[src/rtl/awf_pkg.sv]
package awf_pkg;

    localparam int WORD_W  = 32;
    localparam int HALF_W  = 16;
    localparam int LABEL_W = 8;

    // Field view of a received word (bit 1 of the word is bit 0 here)
    typedef struct packed {
        logic         flag;   // word bit 32
        logic [20:0]  body;   // word bits 11..31
        logic [1:0]   sdi;    // word bits 9..10
        logic [7:0]   label;  // word bits 1..8
    } rx_word_t;

    typedef struct packed {
        logic       label_en;
        logic       sd_en;
        logic [1:0] sd_ref;
    } filt_cfg_t;

    // 1 when the word carries an odd number of ones
    function automatic logic parity_good(rx_word_t w);
        return ^w;
    endfunction

    // Replace bit 32 with the parity error flag
    function automatic rx_word_t stamp_flag(rx_word_t w);
        rx_word_t o;
        o      = w;
        o.flag = ~parity_good(w);
        return o;
    endfunction

endpackage

[src/rtl/awf_label_mem.sv]
module awf_label_mem #(
    parameter int ENTRIES = 16,
    parameter int LBL_W   = 8,
    localparam int AW     = $clog2(ENTRIES)
) (
    input  logic             clk,
    input  logic             rst,
    input  logic             we,
    input  logic [AW-1:0]    waddr,
    input  logic [LBL_W-1:0] wdata,
    input  logic [LBL_W-1:0] probe,
    output logic             hit
);
    logic [LBL_W-1:0] tbl [ENTRIES];
    logic [ENTRIES-1:0] eq;

    always_ff @(posedge clk) begin
        if (rst) begin
            for (int i = 0; i < ENTRIES; i++) tbl[i] <= '0;
        end else if (we) begin
            tbl[waddr] <= wdata;
        end
    end

    for (genvar g = 0; g < ENTRIES; g++) begin : g_cmp
        assign eq[g] = (tbl[g] == probe);
    end

    assign hit = |eq;
endmodule

[src/rtl/awf_word_gate.sv]
module awf_word_gate
    import awf_pkg::*;
(
    input  logic      eos,
    input  rx_word_t  word_in,
    input  filt_cfg_t cfg,
    input  logic      label_hit,
    output logic      load,
    output rx_word_t  word_out
);
    logic lbl_ok;
    logic sd_ok;

    always_comb begin
        lbl_ok   = !cfg.label_en || label_hit;
        sd_ok    = !cfg.sd_en || (word_in.sdi == cfg.sd_ref);
        load     = eos && lbl_ok && sd_ok;
        word_out = stamp_flag(word_in);
    end
endmodule

[src/rtl/awf_rx_fifo.sv]
module awf_rx_fifo #(
    parameter int DEPTH = 32,
    parameter int WIDTH = 32,
    localparam int AW   = $clog2(DEPTH),
    localparam int CW   = AW + 1
) (
    input  logic             clk,
    input  logic             rst,
    input  logic             push,
    input  logic [WIDTH-1:0] wdata,
    input  logic             pop,
    output logic [WIDTH-1:0] head,
    output logic [CW-1:0]    level,
    output logic             not_empty,
    output logic             half,
    output logic             is_full
);
    logic [WIDTH-1:0] mem [DEPTH];
    logic [AW-1:0]    wp;
    logic [AW-1:0]    rp;

    always_ff @(posedge clk) begin
        if (push) mem[wp] <= wdata;
    end

    always_ff @(posedge clk) begin
        if (rst) begin
            wp    <= '0;
            rp    <= '0;
            level <= '0;
        end else begin
            if (push) wp <= wp + 1'b1;
            if (pop)  rp <= rp + 1'b1;
            case ({push, pop})
                2'b10:   level <= level + 1'b1;
                2'b01:   level <= level - 1'b1;
                default: level <= level;
            endcase
        end
    end

    assign head      = mem[rp];
    assign not_empty = (level != '0);
    assign half      = (level >= CW'(DEPTH / 2));
    assign is_full   = (level == CW'(DEPTH));
endmodule

[src/rtl/awf_rx_filter.sv]
module awf_rx_filter
    import awf_pkg::*;
#(
    parameter int FIFO_DEPTH  = 32,
    parameter int LBL_ENTRIES = 16
) (
    input  logic                           clk,
    input  logic                           rst,
    input  logic                           eos,
    input  logic [31:0]                    rx_word,
    input  logic                           label_en,
    input  logic                           sd_en,
    input  logic [1:0]                     sd_ref,
    input  logic                           lbl_we,
    input  logic [$clog2(LBL_ENTRIES)-1:0] lbl_addr,
    input  logic [7:0]                     lbl_data,
    input  logic                           rd_en,
    input  logic                           rd_sel,
    output logic [15:0]                    rd_data,
    output logic                           data_ready,
    output logic                           half_full,
    output logic                           full
);
    localparam int CW = $clog2(FIFO_DEPTH) + 1;

    rx_word_t        w_in;
    rx_word_t        w_store;
    filt_cfg_t       cfg;
    logic            lbl_hit;
    logic            load;
    logic            push;
    logic            pop;
    logic [WORD_W-1:0] head;
    logic [CW-1:0]   fifo_level;

    assign w_in = rx_word_t'(rx_word);
    assign cfg  = '{label_en: label_en, sd_en: sd_en, sd_ref: sd_ref};

    awf_label_mem #(.ENTRIES(LBL_ENTRIES), .LBL_W(LABEL_W)) u_lbl (
        .clk   (clk),
        .rst   (rst),
        .we    (lbl_we),
        .waddr (lbl_addr),
        .wdata (lbl_data),
        .probe (w_in.label),
        .hit   (lbl_hit)
    );

    awf_word_gate u_gate (
        .eos       (eos),
        .word_in   (w_in),
        .cfg       (cfg),
        .label_hit (lbl_hit),
        .load      (load),
        .word_out  (w_store)
    );

    assign push = load && !full;
    assign pop  = rd_en && rd_sel && data_ready;

    awf_rx_fifo #(.DEPTH(FIFO_DEPTH), .WIDTH(WORD_W)) u_fifo (
        .clk       (clk),
        .rst       (rst),
        .push      (push),
        .wdata     (w_store),
        .pop       (pop),
        .head      (head),
        .level     (fifo_level),
        .not_empty (data_ready),
        .half      (half_full),
        .is_full   (full)
    );

    assign rd_data = rd_sel ? head[WORD_W-1:HALF_W] : head[HALF_W-1:0];
endmodule

[config.mk]
export PLATFORM = sky130hd
export DESIGN_NAME = awf_rx_filter
export DESIGN_NICKNAME = d
export VERILOG_FILES = /design/src/rtl/awf_pkg.sv /design/src/rtl/awf_label_mem.sv /design/src/rtl/awf_word_gate.sv /design/src/rtl/awf_rx_fifo.sv /design/src/rtl/awf_rx_filter.sv
export SDC_FILE = /design/constraint.sdc
export NUM_CORES = 1
export LEC_CHECK = 0
export CORE_UTILIZATION = 53
export CTS_CLUSTER_SIZE = 20
export DETAILED_ROUTE_END_ITERATION = 8
export HOLD_SLACK_MARGIN = 0.03
export PLACE_DENSITY = 0.76
export SLEW_MARGIN = 10
export SYNTH_ARGS = -nofsm -noshare
export SYNTH_HDL_FRONTEND = slang
export SYNTH_HIERARCHICAL = 1
export SYNTH_SLANG_ARGS = --single-unit
export TNS_END_PERCENT = 30
[constraint.sdc]
create_clock -name clk -period 4.34 [get_ports clk]
set_clock_uncertainty 0.2 [all_clocks]
set_input_delay 0.651 -clock clk [delete_from_list [all_inputs] [get_ports clk]]
set_output_delay 0.651 -clock clk [all_outputs]
set_load 0.01 [all_outputs]
==> results by stage <==
Run status:
- The run finished, with violations left.
- The final reports fail on setup timing.

Synth:
- The unique cell type count in the Yosys netlist is 57.
- Counting flops with an async set or reset pin after synthesis yields a share of 0%.
- The synthesized netlist net count is 2695.
- The share of synthesized cell area in full adder, half adder and majority cells is 0.210%.
- After synthesis, the mean cell area works out to 18.1 sq um.
- In this run the biggest area consumer among cell types represents 72.5% of the synthesized area.
- In the synthesized netlist the dominant register cell turns out to be sky130_fd_sc_hd__edfxtp_1.
- The instance count of the mapped netlist is 2633.
- After synthesis, the largest family of logic cells by area is multiplexers.
- The share of the synthesized area in compound gates (AO/OA/AOI/OAI) is 3.99%.
- The number of storage elements in the synthesis netlist is 1173.
- The XOR/XNOR share of the synthesized area is 3.16%.
- The simple-gate area share of the yosys netlist is 5.87%.
- The area of the mapped netlist is 47700 sq um.
- After synthesis, the cell types taking the most area are sky130_fd_sc_hd__edfxtp_1 72%, sky130_fd_sc_hd__mux4_2 6.0%, sky130_fd_sc_hd__mux2_2 4.7%.
- The most area-hungry cell type in the Yosys netlist is sky130_fd_sc_hd__edfxtp_1.
- The mux cell area share after synthesis is 11.1%.
- During synthesis, Yosys emitted a total of 6 warnings.
- Yosys mapped a number of flops with a built-in enable equal to 1152.
- Of the synthesized area, sequential elements account for 73.3%.

Route:
- The routed layout has 25920 vias.
- The number of vias per cell after detailed routing is 6.33.
- The routed wire length is 121 mm.
- For this run, design rule violations remaining after detail routing come to 0.
- The count of antenna-violating nets left after detailed routing is 0.
- The detailed-routing iteration count for the pre-antenna-repair pass is 5.
- The per-cell routed wire length is 29.5 um.
- The first routing iteration left 3174 violations.

Setup path:
- STA classifies the critical path endpoint as an output pin.
- The peak fanout along the critical path is 25.
- The path depth of the worst reg2reg path is 17.
- The worst setup path is launched from a flip-flop.
- At the worst endpoint, the required time is 3.49 ns.
- The reg-to-reg critical path endpoint is u_fifo/level[5]$_SDFFE_PP0P_.
- The critical path data arrival time is 3.51 ns.
- For flop-to-flop paths, the worst setup slack is 0.38 ns.
- The reg-to-reg startpoint is u_lbl/tbl[0][1]$_SDFFCE_PN0P_.
- The critical path in this run is classified as reg -> out.

Finish:
- The number of nets in the layout is 2900.
- The number of diodes is 0.
- The post-route netlist has 27.6% of its cells at a drive strength greater than 1.
- Compared with the post-synthesis result, the final layout area differs by 16.2%.
- The utilization after layout is 62.5%.

Hold path:
- The path with the worst hold slack has its endpoint at u_fifo/mem[21][6]$_DFFE_PP_.
- The path class of the tightest hold or removal check is in -> reg.
- The worst hold path was traced through 2 stages.
- The worst hold path begins at rx_word[6].

Floorplan:
- The initial utilization of the core area, before any placement, comes to 53.8%.
- The placement row count is 109.
- The die is 302 um tall.
- The die area is 91300 sq um.
- The floorplan step defined a core boundary enclosing 88800 sq um.
- 73 I/O pins were placed.
- The die span in x is 302 um.

Global routing:
- The first global-routing pass estimated 175 mm of wire.
- Entering global routing, the biggest net connects 65 pins.
- The number of global-route vias before repair is 26037.
- The number of antenna violations at the first check in global routing was 1.
- The aggregate global-route resource usage is 26.7%.
- Summed over all layers, the global routing overflow is 0.

Power:
- Summed over all cells, the static leakage comes to 17.7 nW.
- The power dissipated by switching net loads is 0.00534 W.
- The maximum resistive drop on vdd is 0.361 mV.
- The total power is 0.0241 W.
- Power spread over the standard cell area amounts to 435 nW/um^2.
- The internal power is 0.0188 W.
- Per report_power, the combinational group accounts for 7.3% of the total.
- The switching power share of the total is 22.1%.
- The share of total power in the clock network is 39.8%.
- Sequential cells burn 52.9% of the power.

Placement:
- The congestion estimate from routability-driven global placement came to 0.875.
- Once detailed placement completed, the half-perimeter wirelength came to 70.2 mm.
- The number of buffers added on ports is 72.

Clock tree:
- After clock tree synthesis, the clock-pin slew on the worst setup and hold paths is 0.07 ns.
- CTS built an H-tree with a depth of 3.
- For the worst-skew pair, the clock arrives at the later sink with an insertion delay of 0.69 ns.
- The total of hold buffers inserted after clock tree synthesis is 0.
- The clock net sink count is 1173.
- TritonCTS built the clock tree.
- Clock tree synthesis inserted a total of 110 buffers.
- The maximum buffer depth of the clock tree is 3.
- The cell sitting at the root of the clock tree is a sky130_fd_sc_hd__clkbuf_16.

Timing:
- The count of pins over their slew limit is 0.
- The total negative setup slack is -0.0330 ns.
- Setup repair after global routing could not meet its margin everywhere.
- The transition time of the tightest slew-check pin is 0.870 ns.
- Derived from the worst setup path, the maximum achievable clock frequency is 229 MHz.
- The worst path in the final design needs a cycle of 4.36 ns, including I/O delays and setup.
- The worst pin sits at a relative slew slack of 41.8%.
- The portion of the clock cycle consumed by the worst path in the final layout is 101%.
- On the final layout, the worst hold slack is 0.342 ns.
- Across all setup checks in the final design, the least slack found is -0.0229 ns.
- Setup violations remaining at the end of the flow were counted as 2.
- The count of endpoints failing hold in the final timing report was 0.

Flow run:
- The max-capacitance violation count is 0.
flip-flops by register name, summed over array words and instances (netlist names), named ones only:
| signal | cells |
|---|---|
| u_fifo/rp | 5 |
| u_fifo/mem | 1024 |
| u_fifo/wp | 5 |
| u_lbl/tbl | 128 |
| u_fifo/level | 6 |
area by class of cell:
cell class	count	area (sq um)
clock buffers	144	2980
clock inverters	63	626
fillers	5839	33300
inverters	5	18.8
multi-input cells	1274	12100
flip-flops and latches	1173	35000
well taps	1165	1460
repair buffers	274	3310
layout by cell type (no fill, tap or decap), types with 22 or more instances in the layout:
| master | instances |
|---|---|
| sky130_fd_sc_hd__clkbuf_16 | 113 |
| sky130_fd_sc_hd__buf_4 | 118 |
| sky130_fd_sc_hd__a22o_1 | 63 |
| sky130_fd_sc_hd__nor3_1 | 64 |
| sky130_fd_sc_hd__clkdlybuf4s50_1 | 48 |
| sky130_fd_sc_hd__nor2_1 | 29 |
| sky130_fd_sc_hd__and2_1 | 128 |
| sky130_fd_sc_hd__clkinv_2 | 22 |
| sky130_fd_sc_hd__buf_12 | 56 |
| sky130_fd_sc_hd__clkbuf_1 | 27 |
| sky130_fd_sc_hd__o21ai_0 | 57 |
| sky130_fd_sc_hd__nand4_1 | 22 |
| sky130_fd_sc_hd__mux4_2 | 128 |
| sky130_fd_sc_hd__xnor2_1 | 103 |
| sky130_fd_sc_hd__o22ai_1 | 64 |
| sky130_fd_sc_hd__nor2_4 | 38 |
| sky130_fd_sc_hd__a211oi_1 | 61 |
| sky130_fd_sc_hd__mux2_2 | 197 |
| sky130_fd_sc_hd__edfxtp_1 | 1152 |
| sky130_fd_sc_hd__xor2_1 | 68 |
| sky130_fd_sc_hd__nor2b_1 | 68 |
critical path: stages, from the launching register on:
cell	delay (ns)
sky130_fd_sc_hd__dfxtp_4	0.37
sky130_fd_sc_hd__buf_16	0.17
sky130_fd_sc_hd__buf_12	0.14
sky130_fd_sc_hd__buf_6	0.11
sky130_fd_sc_hd__buf_12	0.17
sky130_fd_sc_hd__mux2_2	0.36
sky130_fd_sc_hd__o22ai_1	0.17
sky130_fd_sc_hd__nor3_1	0.11
sky130_fd_sc_hd__or4_4	0.57
sky130_fd_sc_hd__mux2_4	0.33
sky130_fd_sc_hd__dlygate4sd2_1	0.30
cell usage after synthesis (64+ instances only):
| cell type | instances |
|---|---|
| sky130_fd_sc_hd__edfxtp_1 | 1152 |
| sky130_fd_sc_hd__mux2_2 | 201 |
| sky130_fd_sc_hd__and2_1 | 128 |
| sky130_fd_sc_hd__mux4_2 | 128 |
| sky130_fd_sc_hd__xnor2_1 | 104 |
| sky130_fd_sc_hd__clkbuf_1 | 90 |
| sky130_fd_sc_hd__nor2b_1 | 69 |
| sky130_fd_sc_hd__o21ai_0 | 69 |
| sky130_fd_sc_hd__xor2_1 | 68 |
| sky130_fd_sc_hd__a211oi_1 | 65 |
| sky130_fd_sc_hd__nor3_1 | 65 |
| sky130_fd_sc_hd__o22ai_1 | 65 |
| sky130_fd_sc_hd__a22o_1 | 64 |
| sky130_fd_sc_hd__nor2_1 | 64 |
timing repair:
action / in CTS / in global routing
gates resized for setup: 68 / 17
setup endpoints to repair: 16 / 15
hold endpoints to repair: 0 / 0
buffers inserted: 10 / 6
cloned: 9 / 0
pin swaps: 3 / 0
worst max-delay path by stage:
stage,cells past startpoint,start,endpoint,slack (ns)
global route,7,flip-flop,rd_data[15],-0.09
CTS,8,flip-flop,rd_data[14],-0.18
global placement,18,rx_word[7],u_fifo/level[5]$_SDFFE_PP0P_,-0.28
floorplan,12,rx_word[2],u_fifo/mem[31][0]$_DFFE_PP_,-0.04
detailed placement,18,rx_word[1],u_fifo/level[5]$_SDFFE_PP0P_,-0.25
finish,10,flip-flop,rd_data[4],-0.02
logic make-up (layout without fill, tap and decap cells):
logic type | Yosys count | count (layout)
DFF | 1173 | 1173
and+or+nand+nor | 474 | 475
muxes | 341 | 341
AOI/OAI and AO/OA | 278 | 278
buffers and inverters | 187 | 486
xor gates and xnor gates | 172 | 172
adders and majority gates | 8 | 8
power by group through the flow:
stage	Combinational, W	Clock [W]	Sequential, W
global route	0.00184	0.0101	0.0128
global placement	0.00159	0	0.0130
finish	0.00176	0.00961	0.0128
detailed placement	0.00163	0	0.0130
floorplan	0.000990	0	0.0130
CTS	0.00174	0.00968	0.0128
metal layers:
metal | share of wire [%] | routed length [um] | GRT usage, % | vias up
met3 | 11 | 13400 | 5.97 | 230
met2 | 48 | 57600 | 42.3 | 1533
li1 | - | - | - | 10819
met1 | 39 | 46800 | 37.5 | 13336
met5 | 0.0058 | 7 | 0 | -
met4 | 2.7 | 3270 | 7.44 | 2
metrics by stage:
step                      instances  instance area, sq um  setup slack, ns
after floorplan                2633                 47700          -0.0388
after global placement         3866                 51100           -0.285
after detailed placement       3866                 51100           -0.254
after CTS                      4092                 55300           -0.180
after global routing           4098                 55500          -0.0881
final                          4098                 55500          -0.0229
Note: power is estimated with default switching activity, not from simulation.
